### config.mk
export PLATFORM = sky130hd
export DESIGN_NAME = dispatch_gate
export DESIGN_NICKNAME = d
export VERILOG_FILES = /design/src/rtl/dispatch_gate.sv
export SDC_FILE = /design/constraint.sdc
export NUM_CORES = 1
export LEC_CHECK = 0
export BUFFER_PORTS_ARGS = -buffer_cell sky130_fd_sc_hd__buf_4
export CAP_MARGIN = 30
export CELL_PAD_IN_SITES_DETAIL_PLACEMENT = 1
export CELL_PAD_IN_SITES_GLOBAL_PLACEMENT = 1
export CORE_UTILIZATION = 46
export DETAILED_ROUTE_END_ITERATION = 16
export GPL_ROUTABILITY_DRIVEN = 0
export PLACE_DENSITY = 0.86
export REMOVE_ABC_BUFFERS = 1
export SLEW_MARGIN = 5
export SYNTH_ARGS = -nofsm -noshare
export SYNTH_HDL_FRONTEND = slang
export SYNTH_SLANG_ARGS = --single-unit
### constraint.sdc
create_clock -name clk -period 33.9 [get_ports clk]
set_input_delay 6.78 -clock clk [delete_from_list [all_inputs] [get_ports clk]]
set_output_delay 6.78 -clock clk [all_outputs]
set_load 0.1 [all_outputs]
### src/rtl/dispatch_gate.sv
module dispatch_gate #(
  parameter int LANES     = 4,
  parameter int MAX_WIDTH = 4,
  parameter int DEF_WIDTH = 2,
  parameter int UW        = 3,
  parameter int DW        = 2,
  parameter int FW        = 6,
  parameter int CW        = 16,
  localparam int WW       = $clog2(MAX_WIDTH + 1),
  localparam int NCAUSE   = 6,
  localparam int NBIN     = MAX_WIDTH + 1
) (
  input  logic                   clk,
  input  logic                   rst_n,
  input  logic                   clear_stats,
  input  logic [WW-1:0]          cfg_width,
  input  logic [FW-1:0]          cfg_preg_limit,
  input  logic [FW-1:0]          preg_used,
  input  logic [FW-1:0]          rob_free,
  input  logic [FW-1:0]          sched_free,
  input  logic [FW-1:0]          lq_free,
  input  logic [FW-1:0]          sq_free,
  input  logic [LANES-1:0]       in_valid,
  input  logic [LANES*UW-1:0]    in_uops,
  input  logic [LANES*DW-1:0]    in_dsts,
  input  logic [LANES-1:0]       in_load,
  input  logic [LANES-1:0]       in_store,
  input  logic [LANES-1:0]       in_solo,
  output logic [LANES-1:0]       in_ready,
  output logic [WW-1:0]          disp_uops,
  output logic [2:0]             stall_code,
  output logic [NCAUSE*CW-1:0]   stall_cnt,
  output logic [NBIN*CW-1:0]     uop_hist
);

  localparam int SUMW = FW + UW + $clog2(LANES + 1);
  localparam logic [2:0] C_NONE = 3'd0, C_REG = 3'd1, C_ROB = 3'd2,
                         C_SCH = 3'd3, C_LQ = 3'd4, C_SQ = 3'd5, C_GRP = 3'd6;
  localparam logic [CW-1:0] CMAX = '1;

  logic [WW-1:0] eff_w;
  assign eff_w = (cfg_width == '0) ? WW'(DEF_WIDTH)
               : (cfg_width > WW'(MAX_WIDTH)) ? WW'(MAX_WIDTH) : cfg_width;

  logic [SUMW-1:0] cu, cd, cl, cs, u, d;
  logic go, prev_solo, ok_w, ok_reg, ok_rob, ok_sch, ok_lq, ok_sq, ok_grp;
  logic [LANES-1:0] take;
  logic [2:0] code;

  always_comb begin
    cu = '0; cd = '0; cl = '0; cs = '0; u = '0; d = '0;
    go = 1'b1; prev_solo = 1'b0; take = '0; code = C_NONE;
    ok_w = 1'b0; ok_reg = 1'b0; ok_rob = 1'b0; ok_sch = 1'b0;
    ok_lq = 1'b0; ok_sq = 1'b0; ok_grp = 1'b0;
    for (int i = 0; i < LANES; i++) begin
      u      = SUMW'(in_uops[i*UW +: UW]);
      d      = SUMW'(in_dsts[i*DW +: DW]);
      ok_w   = (cu + u) <= SUMW'(eff_w);
      ok_rob = (cu + u) <= SUMW'(rob_free);
      ok_sch = (cu + u) <= SUMW'(sched_free);
      ok_reg = (cfg_preg_limit == '0) ||
               ((SUMW'(preg_used) + cd + d) <= SUMW'(cfg_preg_limit));
      ok_lq  = !in_load[i]  || ((cl + SUMW'(1)) <= SUMW'(lq_free));
      ok_sq  = !in_store[i] || ((cs + SUMW'(1)) <= SUMW'(sq_free));
      ok_grp = !prev_solo && !(in_solo[i] && (i != 0));
      if (go && in_valid[i]) begin
        if (ok_w && ok_rob && ok_sch && ok_reg && ok_lq && ok_sq && ok_grp) begin
          take[i]   = 1'b1;
          cu        = cu + u;
          cd        = cd + d;
          cl        = cl + SUMW'(in_load[i]);
          cs        = cs + SUMW'(in_store[i]);
          prev_solo = in_solo[i];
        end else begin
          go = 1'b0;
          if (!ok_w)        code = C_NONE;
          else if (!ok_reg) code = C_REG;
          else if (!ok_rob) code = C_ROB;
          else if (!ok_sch) code = C_SCH;
          else if (!ok_lq)  code = C_LQ;
          else if (!ok_sq)  code = C_SQ;
          else              code = C_GRP;
        end
      end else begin
        go = 1'b0;
      end
    end
  end

  assign in_ready   = take;
  assign disp_uops  = WW'(cu);
  assign stall_code = code;

  logic [CW-1:0] stall_q [NCAUSE];
  logic [CW-1:0] hist_q  [NBIN];

  always_ff @(posedge clk or negedge rst_n) begin
    if (!rst_n) begin
      for (int k = 0; k < NCAUSE; k++) stall_q[k] <= '0;
      for (int n = 0; n < NBIN; n++)   hist_q[n]  <= '0;
    end else if (clear_stats) begin
      for (int k = 0; k < NCAUSE; k++) stall_q[k] <= '0;
      for (int n = 0; n < NBIN; n++)   hist_q[n]  <= '0;
    end else begin
      for (int k = 0; k < NCAUSE; k++)
        if (code == 3'(k + 1) && stall_q[k] != CMAX) stall_q[k] <= stall_q[k] + 1'b1;
      for (int n = 0; n < NBIN; n++)
        if (disp_uops == WW'(n) && hist_q[n] != CMAX) hist_q[n] <= hist_q[n] + 1'b1;
    end
  end

  for (genvar k = 0; k < NCAUSE; k++) begin : g_stall_out
    assign stall_cnt[k*CW +: CW] = stall_q[k];
    assert_stall_sat_R12: assert property (@(posedge clk) disable iff (!rst_n)
      !clear_stats |=> stall_q[k] >= $past(stall_q[k]));
    assert_stall_clear_R13: assert property (@(posedge clk) disable iff (!rst_n)
      clear_stats |=> stall_q[k] == '0);
  end

  for (genvar n = 0; n < NBIN; n++) begin : g_hist_out
    assign uop_hist[n*CW +: CW] = hist_q[n];
    assert_hist_sat_R12: assert property (@(posedge clk) disable iff (!rst_n)
      !clear_stats |=> hist_q[n] >= $past(hist_q[n]));
  end

  assert_prefix_R1: assert property (@(posedge clk) disable iff (!rst_n)
    ((in_ready & ~in_valid) == '0) && ((LANES'(in_ready + 1'b1) & in_ready) == '0));
  assert_width_R2: assert property (@(posedge clk) disable iff (!rst_n)
    disp_uops <= ((cfg_width == '0) ? WW'(DEF_WIDTH) : cfg_width));
  assert_rob_R4: assert property (@(posedge clk) disable iff (!rst_n)
    FW'(disp_uops) <= rob_free);
  assert_sched_R6: assert property (@(posedge clk) disable iff (!rst_n)
    FW'(disp_uops) <= sched_free);
  assert_stall_refusal_R9: assert property (@(posedge clk) disable iff (!rst_n)
    (stall_code != C_NONE) |-> (in_ready != in_valid) && (stall_code <= C_GRP));

endmodule

# --- After elaboration in Yosys (flattened, before gate mapping) ---
# Index checks and enable logic that the tools add are counted.
totals:
  inputBits: 78
  word_cells: 261
  out_inout_bits: 186
  regBits: 176
op_classes:
  order_cmp: 25
  n_reduce_logical: 80
  n_eq_ne: 21
  mux: 91
  add_sub_neg: 33
ops:
  columns: ["op", "count"]
  rows:
  - ["12-bit two-way mux", 20]
  - ["12-bit by 6-bit less-or-equal comparator with 1-bit output", 15]
  - ["16-bit by 1-bit adder with 16-bit output, second input constant", 11]
  - ["16-bit two-way mux", 11]
  - ["16-bit inequality test, second input constant", 11]
  - ["96-bit two-way mux", 1]
  - ["3-bit two-way mux", 29]
  - ["80-bit two-way mux", 1]
  - ["12-bit by 1-bit adder with 12-bit output, second input constant", 6]
  - ["12-bit by 2-bit adder with 12-bit output", 5]
  - ["12-bit by 1-bit adder with 12-bit output", 4]
  - ["1-bit logical AND", 40]
  - ["12-bit by 3-bit adder with 12-bit output", 3]
  - ["6-bit by 12-bit adder with 12-bit output", 3]
  - ["12-bit by 3-bit less-or-equal comparator with 1-bit output", 3]
  - ["2-bit nonzero test", 11]
  - ["1-bit two-way mux", 20]
  - ["2-bit two-way mux", 9]
  - ["1-bit zero test", 14]
  - ["3-bit by 2-bit equality test with 1-bit output, second input constant", 4]
  - ["3-bit equality test, second input constant", 4]
  - ["1-bit by 6-bit less-or-equal comparator with 1-bit output, first input constant", 2]
  - ["3-bit by 6-bit less-or-equal comparator with 1-bit output", 2]
  - ["1-bit logical OR", 12]
  - ["7 further kinds", 9]

# --- Depth between registers and ports, before layout ---
# Gate-level depths: netlist of run 1.
logic_depth:
  depth_word: 46
  ltp_mapped: 71
  depth_no_buf: 66

# --- Worst setup path after synthesis of run 1 ---
# Ideal clock, no wire load.
synth_path:
  kind: "input to output"
  startpoint: "in preg_used[0]"
  endpoint: "out in_ready[3]"
  path_buffers: 1
  path_slack_ps: 4446
  arrival_time_ps: 22674
  stages: 56
  path_cell_list: "ha_1 inv_1 fa_1 nor2_1 nand2_1 xnor2_1 ha_1 nand3_1 a21oi_1 nand4b_2 a211oi_2 nand2_1 inv_2 nand2_1 xnor2_1 ha_1 inv_1 fa_1 [... 20 more ...] a211oi_2 nand4bb_1 buf_2 nor2_1 nand2_1 xnor2_1 ha_1 ha_1 a21o_1 a211oi_1 nor2_1 ha_1 a21o_1 a21o_1 o221ai_1 nand3_1 or3_1 nor3_1"
synth_between:
  elab_cells_between_ends: 119
synth_rtl:
  columns: ["item", "line_no", "text"]
  rows:
  - ["start: declaration", "18", "input logic [FW-1:0] preg_used,"]
  - ["6-bit by 2-bit adder with 7-bit output (*)", "62", "((SUMW'(preg_used) + cd + d) <= SUMW'(cfg_preg_limit));"]
  - ["7-bit by 6-bit less-or-equal comparator with 1-bit output (*)", "62", null]
  - ["1-bit logical OR (*)", "61", "ok_reg = (cfg_preg_limit == '0) ||"]
  - ["1-bit logical AND (*) (3 in a row)", "67", "if (ok_w && ok_rob && ok_sch && ok_reg && ok_lq && ok_sq && ok_grp) begin"]
  - ["1-bit two-way mux (*) (2 in a row)", null, null]
  - ["net in_ready[0]", "29", "output logic [LANES-1:0] in_ready,"]
  - ["1-bit logical AND", "66", "if (go && in_valid[i]) begin"]
  - ["12-bit two-way mux", "66", null]
  - ["[... 9 more ...]", null, null]
  - ["12-bit two-way mux", "66", null]
  - ["6-bit by 12-bit adder with 12-bit output / 12-bit by 3-bit adder with 12-bit output (equally long branches)", null, null]
  - ["12-bit by 2-bit adder with 12-bit output (tied with other cells)", "62", null]
  - ["12-bit by 6-bit less-or-equal comparator with 1-bit output / 1-bit logical AND (equally long branches)", "62, 67", null]
  - ["1-bit logical OR / 1-bit logical AND (equally long branches)", "61, 67", null]
  - ["1-bit logical AND (4 in a row)", "67", null]
  - ["1-bit two-way mux", "67", null]
  - ["1-bit two-way mux (*)", "66", null]
  - ["end: declaration", "29", null]
# Mark *: on every way through the listed nets, which the timed path passes. The rest lies on a longest branch.

# --- Final worst setup path of run 1 ---
layout_path:
  startpoint: "in preg_used[0]"
  endpoint: "out stall_code[1]"
layout_between:
  elab_chain_cells: 39
  elab_cells_between_ends: 145
layout_lines:
  columns: ["item", "line_no", "text"]
  rows:
  - ["parallel branches: the longest is 38 deep, another holds 6-bit by 12-bit adder with 12-bit output", null, null]
  - ["3-bit two-way mux (*)", "66", null]
  - ["end: declaration", "31", "output logic [2:0] stall_code,"]
# Mark *: on every way between the ends.

==> impl_metrics.json, run 1 <==
{
  "p_total_uw": 568,
  "grt_overflow": 0,
  "crit_path_start_kind": "input port",
  "finalWorstSetupSlack_ns": 5.31,
  "layoutNonFillerInstCount": 2285,
  "rsz0062_at_grt": "false",
  "cp_max_fo": 40,
  "fin_util": 0.563,
  "synth_area_um2": 14300,
  "crit_required_ns": 27.12,
  "start_util": 0.467,
  "rows": 64,
  "synth_cell_types": 82,
  "slowest_stage": "or3_1",
  "ant_nets": 0,
  "grt_max_degree": 90,
  "p_leak_nw": 8.04,
  "fin_nets": 2106,
  "clock-sinks": 176,
  "worst_pin_slew_ns": 1.02,
  "switching_share": 0.327,
  "clkTransAtPathRegs_ns": 0.07,
  "ctsLongestPathBuffers": 2,
  "avgSynthCellArea_um2": 8.62,
  "cap_violations": 0,
  "drv_slew": 0,
  "drtIter0Drc": 747,
  "die_area_um2": 31700,
  "final_area_um2": 17200,
  "antenna_cells": 0,
  "ios": 264,
  "vias": 13948,
  "outcome": "finished, final reports clean",
  "hold_violations": 0,
  "post-cts-setup-buffer-count": 0,
  "num-fill-cells": 3648,
  "critPathMaxStageDelay_ns": 0.79,
  "pwr-share-clk": 0.374,
  "max_slew_margin": 0.316,
  "period_share": 0.843,
  "fmax_mhz": 35.0,
  "period_needed_ns": 28.59,
  "yosysWarnings": 0,
  "power_density_nw_per_um2": 33.1,
  "path_common_cell": "ha_1",
  "ys_seq_elements": 176,
  "fin_worst_skew_ns": 0.0168,
  "hp-class": "flip-flop to flip-flop",
  "fp.coreArea_um2": 30500,
  "async_flop_share": 1.00,
  "cts_tree": "done",
  "cts_resized": 0,
  "seq_power_share": 0.376,
  "grt_pass1_vias": 14262,
  "layout_commonest_cell": "buf_4",
  "firstDrtPassIters": 5,
  "worstSetupEndpointType": "primary output",
  "syn_inst": 1654,
  "drc_errors": 0,
  "layout-drive-gt1-share": 0.206,
  "port_buffers": 263,
  "worstPathArrival_ns": 21.81,
  "routedWlPerCell_um": 20.1,
  "synth_edf_count": 0,
  "cts_buffers": 17,
  "wirelength_um": 46000,
  "combPwrFrac": 0.250,
  "grt_first_pass_wirelength_um": 73200,
  "antenna_found_initial": 0,
  "grtUsageTotal": 0.289,
  "placedCellCount": 2250,
  "dp_hpwl_um": 34800,
  "ys_seq_area_frac": 0.309,
  "peakVddDrop_uv": 32.8,
  "timing.hold.ws_ns": 0.574,
  "final_cell_mix": "buf_4 (268), dfrtp_1 (176), ha_1 (139), a21oi_1 (131), nor2_1 (116)",
  "worst-setup-path-type": "input port to primary output",
  "vias_per_cell": 6.10,
  "power.switching_uw": 186,
  "chipHeight_um": 178,
  "setup_viol": 0,
  "htreeDepth": 4,
  "cts_hold_buf": 0,
  "ys.flop_type": "dfrtp_1",
  "clkLatencyLatePin_ns": 0.45,
  "finalSetupTns_ns": 0,
  "place_area_um2": 16500,
  "p_int_uw": 382,
  "syn_to_final_growth_pct": 20.5,
  "die_w_um": 178,
  "root_buffer": "clkbuf_16",
  "dp_slack_ns": 5.57
}
-- logic make-up (layout without fill, tap and decap cells) --
| kind of cell | count (synthesis) | in the layout | synth area share |
|---|---|---|---|
| AO/OA/AOI/OAI | 367 | 367 | 0.167 |
| XOR/XNOR | 34 | 34 | 0.0209 |
| adder cells (fa/ha/maj) | 152 | 152 | 0.140 |
| buffers and inverters | 180 | 410 | 0.0509 |
| flip-flops | 176 | 176 | 0.309 |
| multiplexers | 63 | 63 | 0.0487 |
| other | 1 | 6 | 0.000263 |
| AND/OR/NAND/NOR | 681 | 681 | 0.263 |
-- cells in the mapped netlist, types with 13 or more instances --
cell type | n | area (µm²)
mux2_2 | 44 | 495
or4_1 | 56 | 420
a21oi_1 | 131 | 656
and4_1 | 13 | 114
nor3_1 | 26 | 130
nand4_1 | 42 | 263
or3_1 | 49 | 307
ha_1 | 139 | 1740
nand3_1 | 91 | 455
a211oi_1 | 14 | 105
dfrtp_1 | 176 | 4400
xor2_1 | 14 | 123
nor2b_1 | 60 | 375
nand2_1 | 98 | 368
clkbuf_1 | 53 | 199
nor2_1 | 116 | 435
inv_1 | 101 | 379
nor4_1 | 36 | 225
fa_1 | 13 | 260
buf_2 | 18 | 90.1
a21o_1 | 15 | 113
o21ai_0 | 69 | 345
xnor2_1 | 20 | 175
and3_1 | 52 | 325
o31ai_1 | 56 | 420
-- routing by layer --
metal,global-route usage,vias to the layer above,share of wire
met3,0.0569,106,0.052
met1,0.355,6924,0.42
li1,-,6548,-
met5,0,-,0
met2,0.492,370,0.49
met4,0.124,0,0.038
-- layout make-up --
type                            count  area [µm²]  area share
Tap cell                          396         495      0.0289
Clock inverter                     11         154     0.00896
Timing Repair Buffer              275        2120       0.123
Clock buffer                       21         470      0.0274
Inverter                          103         387      0.0225
Multi-Input combinational cell   1303        9140       0.532
Sequential cell                   176        4400       0.257
-- final timing paths --
check / startpoint / to / slack [ns] / cells past startpoint
worst max-delay path: preg_used[0] / stall_code[1] / 5.31 / 63
worst min-delay path: uop_hist[56]$_DFFE_PN0P_ / uop_hist[56]$_DFFE_PN0P_ / 0.57 / 2
worst max register to register: stall_cnt[67]$_DFFE_PN0P_ / stall_cnt[73]$_DFFE_PN0P_ / 30.67 / 10
worst min register to register: uop_hist[56]$_DFFE_PN0P_ / uop_hist[56]$_DFFE_PN0P_ / 0.57 / 2
max in group asynchronous: rst_n / uop_hist[59]$_DFFE_PN0P_ / 26.43 / 2
min in group asynchronous: rst_n / uop_hist[13]$_DFFE_PN0P_ / 6.25 / 1
-- sequential cells by signal, summed over array words and instances, names as in the netlist --
register and cells:
stall_cnt 96, uop_hist 80
-- critical path: cells and delay by family --
family,cells,cell delay (ns)
xor+xnor,5,0.78
simple gates,17,4.24
compound gates,16,3.46
buf+inv,11,1.79
fa+ha+maj,14,4.73
-- power groups by stage --
stage               Sequential, mW  Combinational, mW  Clock [mW]
floorplan                    0.229             0.0778           0
CTS                          0.213              0.140       0.216
global placement             0.218              0.131           0
global route                 0.214              0.155       0.222
detailed placement           0.218              0.140           0
finish                       0.214              0.142       0.213
Power figures use the tool's default switching activity.
==> inputs of run 2 (changes only) <==
- CORE_UTILIZATION: 46 -> 43
- PLACE_DENSITY: 0.86 -> 0.81
- clock period: 33.9 -> 27.4 ns (I/O delays scaled with it)
==> run 2 against run 1 <==
  * First-iteration DRC count decreased by 9.0%
  * Clock skew fell by 0.0013 ns
  * Sequential power increased by 23%
  * Final area is 0.44% higher
  * Largest cell class unchanged
  * Largest power group is now the clock network
==> impl_metrics.json, run 2 (synthesized netlist as in run 1, its figures left out) <==
{
  "grt_use_met1": 0.355,
  "post-cts-setup-buffer-count": 0,
  "ctsLongestPathBuffers": 2,
  "antenna_found_initial": 0,
  "grt_util_met3": 0.0537,
  "slowest_stage": "or3_1",
  "layout-drive-gt1-share": 0.206,
  "die_w_um": 184,
  "hold_depth": 2,
  "busiest_layer": "met2",
  "grt_overflow": 0,
  "critPathMaxStageDelay_ns": 0.78,
  "setup_viol": 0,
  "worst-setup-path-type": "input port to primary output",
  "outcome": "finished, final reports clean",
  "cp_max_fo": 16,
  "ant_nets": 0,
  "power_density_nw_per_um2": 41.1,
  "grt_first_pass_wirelength_um": 74700,
  "start_util": 0.438,
  "worst_pin_slew_ns": 0.946,
  "root_buffer": "clkbuf_16",
  "firstDrtPassIters": 5,
  "vias": 13828,
  "antenna_cells": 0,
  "fin_util": 0.530,
  "routedWlPerCell_um": 19.8,
  "reg2regPathDepth": 10,
  "chipHeight_um": 184,
  "grtUsageTotal": 0.276,
  "peakVddDrop_uv": 48.4,
  "hp-class": "flip-flop to flip-flop",
  "finalSetupTns_ns": 0,
  "dp_slack_ns": 1.94,
  "dp_hpwl_um": 35000,
  "vias_per_cell": 5.93,
  "fin_nets": 2107,
  "cap_violations": 0,
  "timing.hold.ws_ns": 0.569,
  "max_slew_margin": 0.369,
  "die_area_um2": 33900,
  "num-fill-cells": 3941,
  "clock-sinks": 176,
  "largest_register_ffs": 96,
  "clkLatencyLatePin_ns": 0.46,
  "ios": 264,
  "crit_required_ns": 21.92,
  "cts_buffers": 17,
  "drc_errors": 0,
  "worstPathArrival_ns": 20.10,
  "grt_max_degree": 86,
  "rows": 66,
  "cts_resized": 0,
  "port_buffers": 263,
  "path_common_cell": "ha_1",
  "cts_hold_buf": 0,
  "wirelength_um": 46300,
  "fin_worst_skew_ns": 0.0155,
  "crit_path_start_kind": "input port",
  "gr-usage-met2": 0.469,
  "fmax_mhz": 39.1,
  "hold_violations": 0,
  "fp.coreArea_um2": 32500,
  "p_total_uw": 709,
  "cts_tree": "done",
  "htreeDepth": 4,
  "drtIter0Drc": 680,
  "final_cell_mix": "buf_4 (268), dfrtp_1 (176), ha_1 (139), a21oi_1 (131), nor2_1 (116)",
  "finalWorstSetupSlack_ns": 1.82,
  "drv_slew": 0,
  "p_leak_nw": 8.07,
  "worstSetupEndpointType": "primary output",
  "layout_commonest_cell": "buf_4",
  "period_needed_ns": 25.58,
  "clkTransAtPathRegs_ns": 0.07,
  "period_share": 0.934,
  "rsz0062_at_grt": "false",
  "syn_to_final_growth_pct": 21.0,
  "grt_pass1_vias": 14182
}
run 2: worst max-delay path: cells and delay by family:
kind            cells  cell delay (ns)
buf+inv             9             1.17
compound gates     17             3.38
simple gates       17             4.62
fa+ha+maj          14             4.58
xor+xnor            5             0.82
run 2: per-stage QoR:
step	instances	area, µm²
3_5_place_dp	2296	16500
2_1_floorplan	1582	13900
5_1_grt	2332	17200
6_report	2332	17200
3_3_place_gp	2294	16500
4_1_cts	2328	17200
run 2: final cells by class:
type	count	area [µm²]	area share
well taps	442	553	0.0321
multi-input cells	1303	9140	0.530
clock buffers	23	478	0.0277
clock inverters	9	153	0.00885
inverters	103	387	0.0224
repair buffers	276	2130	0.123
flip-flops and latches	176	4400	0.255
run 2: report_power, final:
part,switching (mW),leakage (nW),internal [mW]
Combinational,0.115,5.30,0.0593
Clock,0.111,0.312,0.160
Sequential,0.00266,2.46,0.262
run 2: worst paths after layout:
kind	start	to	slack [ns]
max	preg_used[0]	disp_uops[0]	1.82
min	uop_hist[42]$_DFFE_PN0P_	uop_hist[42]$_DFFE_PN0P_	0.57
max reg2reg	stall_cnt[67]$_DFFE_PN0P_	stall_cnt[69]$_DFFE_PN0P_	24.07
min reg2reg	uop_hist[42]$_DFFE_PN0P_	uop_hist[42]$_DFFE_PN0P_	0.57
max in group asynchronous	rst_n	stall_cnt[46]$_DFFE_PN0P_	21.24
min in group asynchronous	rst_n	uop_hist[8]$_DFFE_PN0P_	4.94
run 2: metal layers:
layer	part of all wire	wire [µm]
met5	0	0
met4	0.021	964
met3	0.048	2240
met2	0.49	22700
met1	0.44	20300
==> inputs of run 3 (changes only) <==
- PLACE_DENSITY: 0.81 -> 0.9
- RECOVER_POWER: unset -> 25
==> run 3 against run 2 <==
  * The run now ends with max-capacitance violations, max-slew violations left
  * Final area shrank 0.66%
  * Clock-buffer cell count shrank 1
  * Power shrank 3.3%
  * Die area is the same
  * Clock skew shrank 0.0058 ns
  * Combinational power is essentially flat
  * Wire length grew 2.3%
  * Final cell count shrank 0.13%
  * Non-clock buffer count shrank 2
  * Sequential share of layout area grew 0.17 points
  * Hold slack lost 0.00085 ns
  * Sequential power is essentially flat
  * Highest routed layer unchanged
==> impl_metrics.json, run 3 (synthesized netlist as in run 1, its figures left out) <==
{
  "outcome": "finished, violations left",
  "violations": "max-capacitance violations, max-slew violations",
  "ios": 264,
  "cp_max_fo": 16,
  "clkLatencyLatePin_ns": 0.44,
  "fin_worst_skew_ns": 0.00972,
  "cts_hold_buf": 0,
  "worst_pin_slew_ns": 3.98,
  "switching_share": 0.330,
  "clkTransAtPathRegs_ns": 0.06,
  "die_area_um2": 33900,
  "drv_slew": 181,
  "hp-class": "flip-flop to flip-flop",
  "place_area_um2": 16500,
  "grt_overflow": 0,
  "rows": 66,
  "peakVddDrop_uv": 27.6,
  "drtIter0Drc": 714,
  "crit_family": "adder cells",
  "finalSetupTns_ns": 0,
  "final_area_um2": 17100,
  "crit_required_ns": 21.92,
  "hold_violations": 0,
  "power.switching_uw": 226,
  "post-cts-setup-buffer-count": 0,
  "chipHeight_um": 184,
  "fmax_mhz": 39.1,
  "ant_nets": 0,
  "cts_buffers": 17,
  "path_common_cell": "ha_1",
  "crit_path_start_kind": "input port",
  "worst-setup-path-type": "input port to primary output",
  "layout_commonest_cell": "buf_4",
  "largest_register_ffs": 96,
  "grt_pass1_vias": 14489,
  "firstDrtPassIters": 4,
  "port_buffers": 263,
  "cts_resized": 0,
  "htreeDepth": 4,
  "worstPathArrival_ns": 20.10,
  "syn_to_final_growth_pct": 20.2,
  "dp_hpwl_um": 36200,
  "grtUsageTotal": 0.280,
  "layout-drive-gt1-share": 0.203,
  "period_share": 0.934,
  "antenna_found_initial": 0,
  "antenna_cells": 0,
  "routedWlPerCell_um": 20.3,
  "layoutNonFillerInstCount": 2329,
  "cap_violations": 3,
  "combPwrFrac": 0.256,
  "pwr-share-clk": 0.359,
  "critPathMaxStageDelay_ns": 0.78,
  "grt_first_pass_wirelength_um": 75600,
  "start_util": 0.438,
  "seq_power_share": 0.385,
  "root_buffer": "clkbuf_16",
  "rsz0062_at_grt": "false",
  "setup_viol": 0,
  "critPathBufInv": 9,
  "vias": 14035,
  "fin_util": 0.526,
  "final_cell_mix": "buf_4 (266), dfrtp_1 (176), ha_1 (139), a21oi_1 (131), nor2_1 (116)",
  "period_needed_ns": 25.58,
  "fp.coreArea_um2": 32500,
  "vias_per_cell": 6.03,
  "power_density_nw_per_um2": 40.0,
  "placedCellCount": 2296,
  "p_int_uw": 459,
  "fin_nets": 2105,
  "wirelength_um": 47300,
  "p_total_uw": 686,
  "slowest_stage": "or3_1",
  "cts_tree": "done",
  "grt_max_degree": 86,
  "die_w_um": 184,
  "p_leak_nw": 8.01,
  "ctsLongestPathBuffers": 2,
  "drc_errors": 0,
  "worstSetupEndpointType": "primary output",
  "max_slew_margin": -1.65,
  "clock-sinks": 176
}
==> run 3: cell types whose count changed in the layout (fill, tap and decap cells not counted) <==
cell and delta:
buf_16 -1, buf_4 -2, buf_6 -1, buf_8 -1, bufinv_16 -2, clkbuf_1 +3
clkbuf_8 -1, clkinv_4 +4, inv_6 -2
==> run 3: layout make-up <==
| type | instances | area [µm²] |
|---|---|---|
| fillers | 3922 | 15400 |
| clock buffers | 22 | 464 |
| clock inverters | 9 | 110 |
| repair buffers | 274 | 2070 |
| well taps | 442 | 553 |
| multi-input cells | 1303 | 9140 |
| inverters | 103 | 387 |
| flip-flops and latches | 176 | 4400 |
==> run 3: worst min-delay path, delay by kind of cell, from the launching register on <==
family          cells  cell delay, ns
flops               1            0.40
compound gates      2            0.12
==> run 3: path summary, 6_finish.rpt <==
kind,startpoint,to,slack (ns),cells past startpoint
worst max-delay path,preg_used[0],disp_uops[2],1.82,62
min in group asynchronous,rst_n,uop_hist[26]$_DFFE_PN0P_,6.40,1
worst min-delay path,uop_hist[44]$_DFFE_PN0P_,uop_hist[44]$_DFFE_PN0P_,0.57,2
worst max register to register,uop_hist[38]$_DFFE_PN0P_,uop_hist[42]$_DFFE_PN0P_,24.09,10
max in group asynchronous,rst_n,uop_hist[36]$_DFFE_PN0P_,16.37,2
worst min register to register,uop_hist[44]$_DFFE_PN0P_,uop_hist[44]$_DFFE_PN0P_,0.57,2
==> run 3: power by group through the flow <==
| stage | Combinational [mW] | Sequential [mW] | Clock [mW] |
|---|---|---|---|
| floorplan | 0.0963 | 0.283 | 0 |
| global route | 0.192 | 0.265 | 0.260 |
| detailed placement | 0.173 | 0.269 | 0 |
| global placement | 0.160 | 0.269 | 0 |
| finish | 0.175 | 0.264 | 0.246 |
| CTS | 0.174 | 0.264 | 0.250 |
==> run 3: metrics by stage <==
step                      worst slack, ns  hold WS, ns
final                                1.82        0.568
after global routing                0.812        0.598
after CTS                            2.01        0.573
after detailed placement             2.06        0.564
after global placement               2.90        0.548
after floorplan                     0.471        0.993
==> run 3: per-layer routing <==
metal  vias up  GRT usage  part of all wire
li1       6537          -                 -
met1      7040      0.342              0.42
met2       374      0.484              0.49
met3        84     0.0576             0.054
met4         0      0.105             0.032
met5         -          0                 0
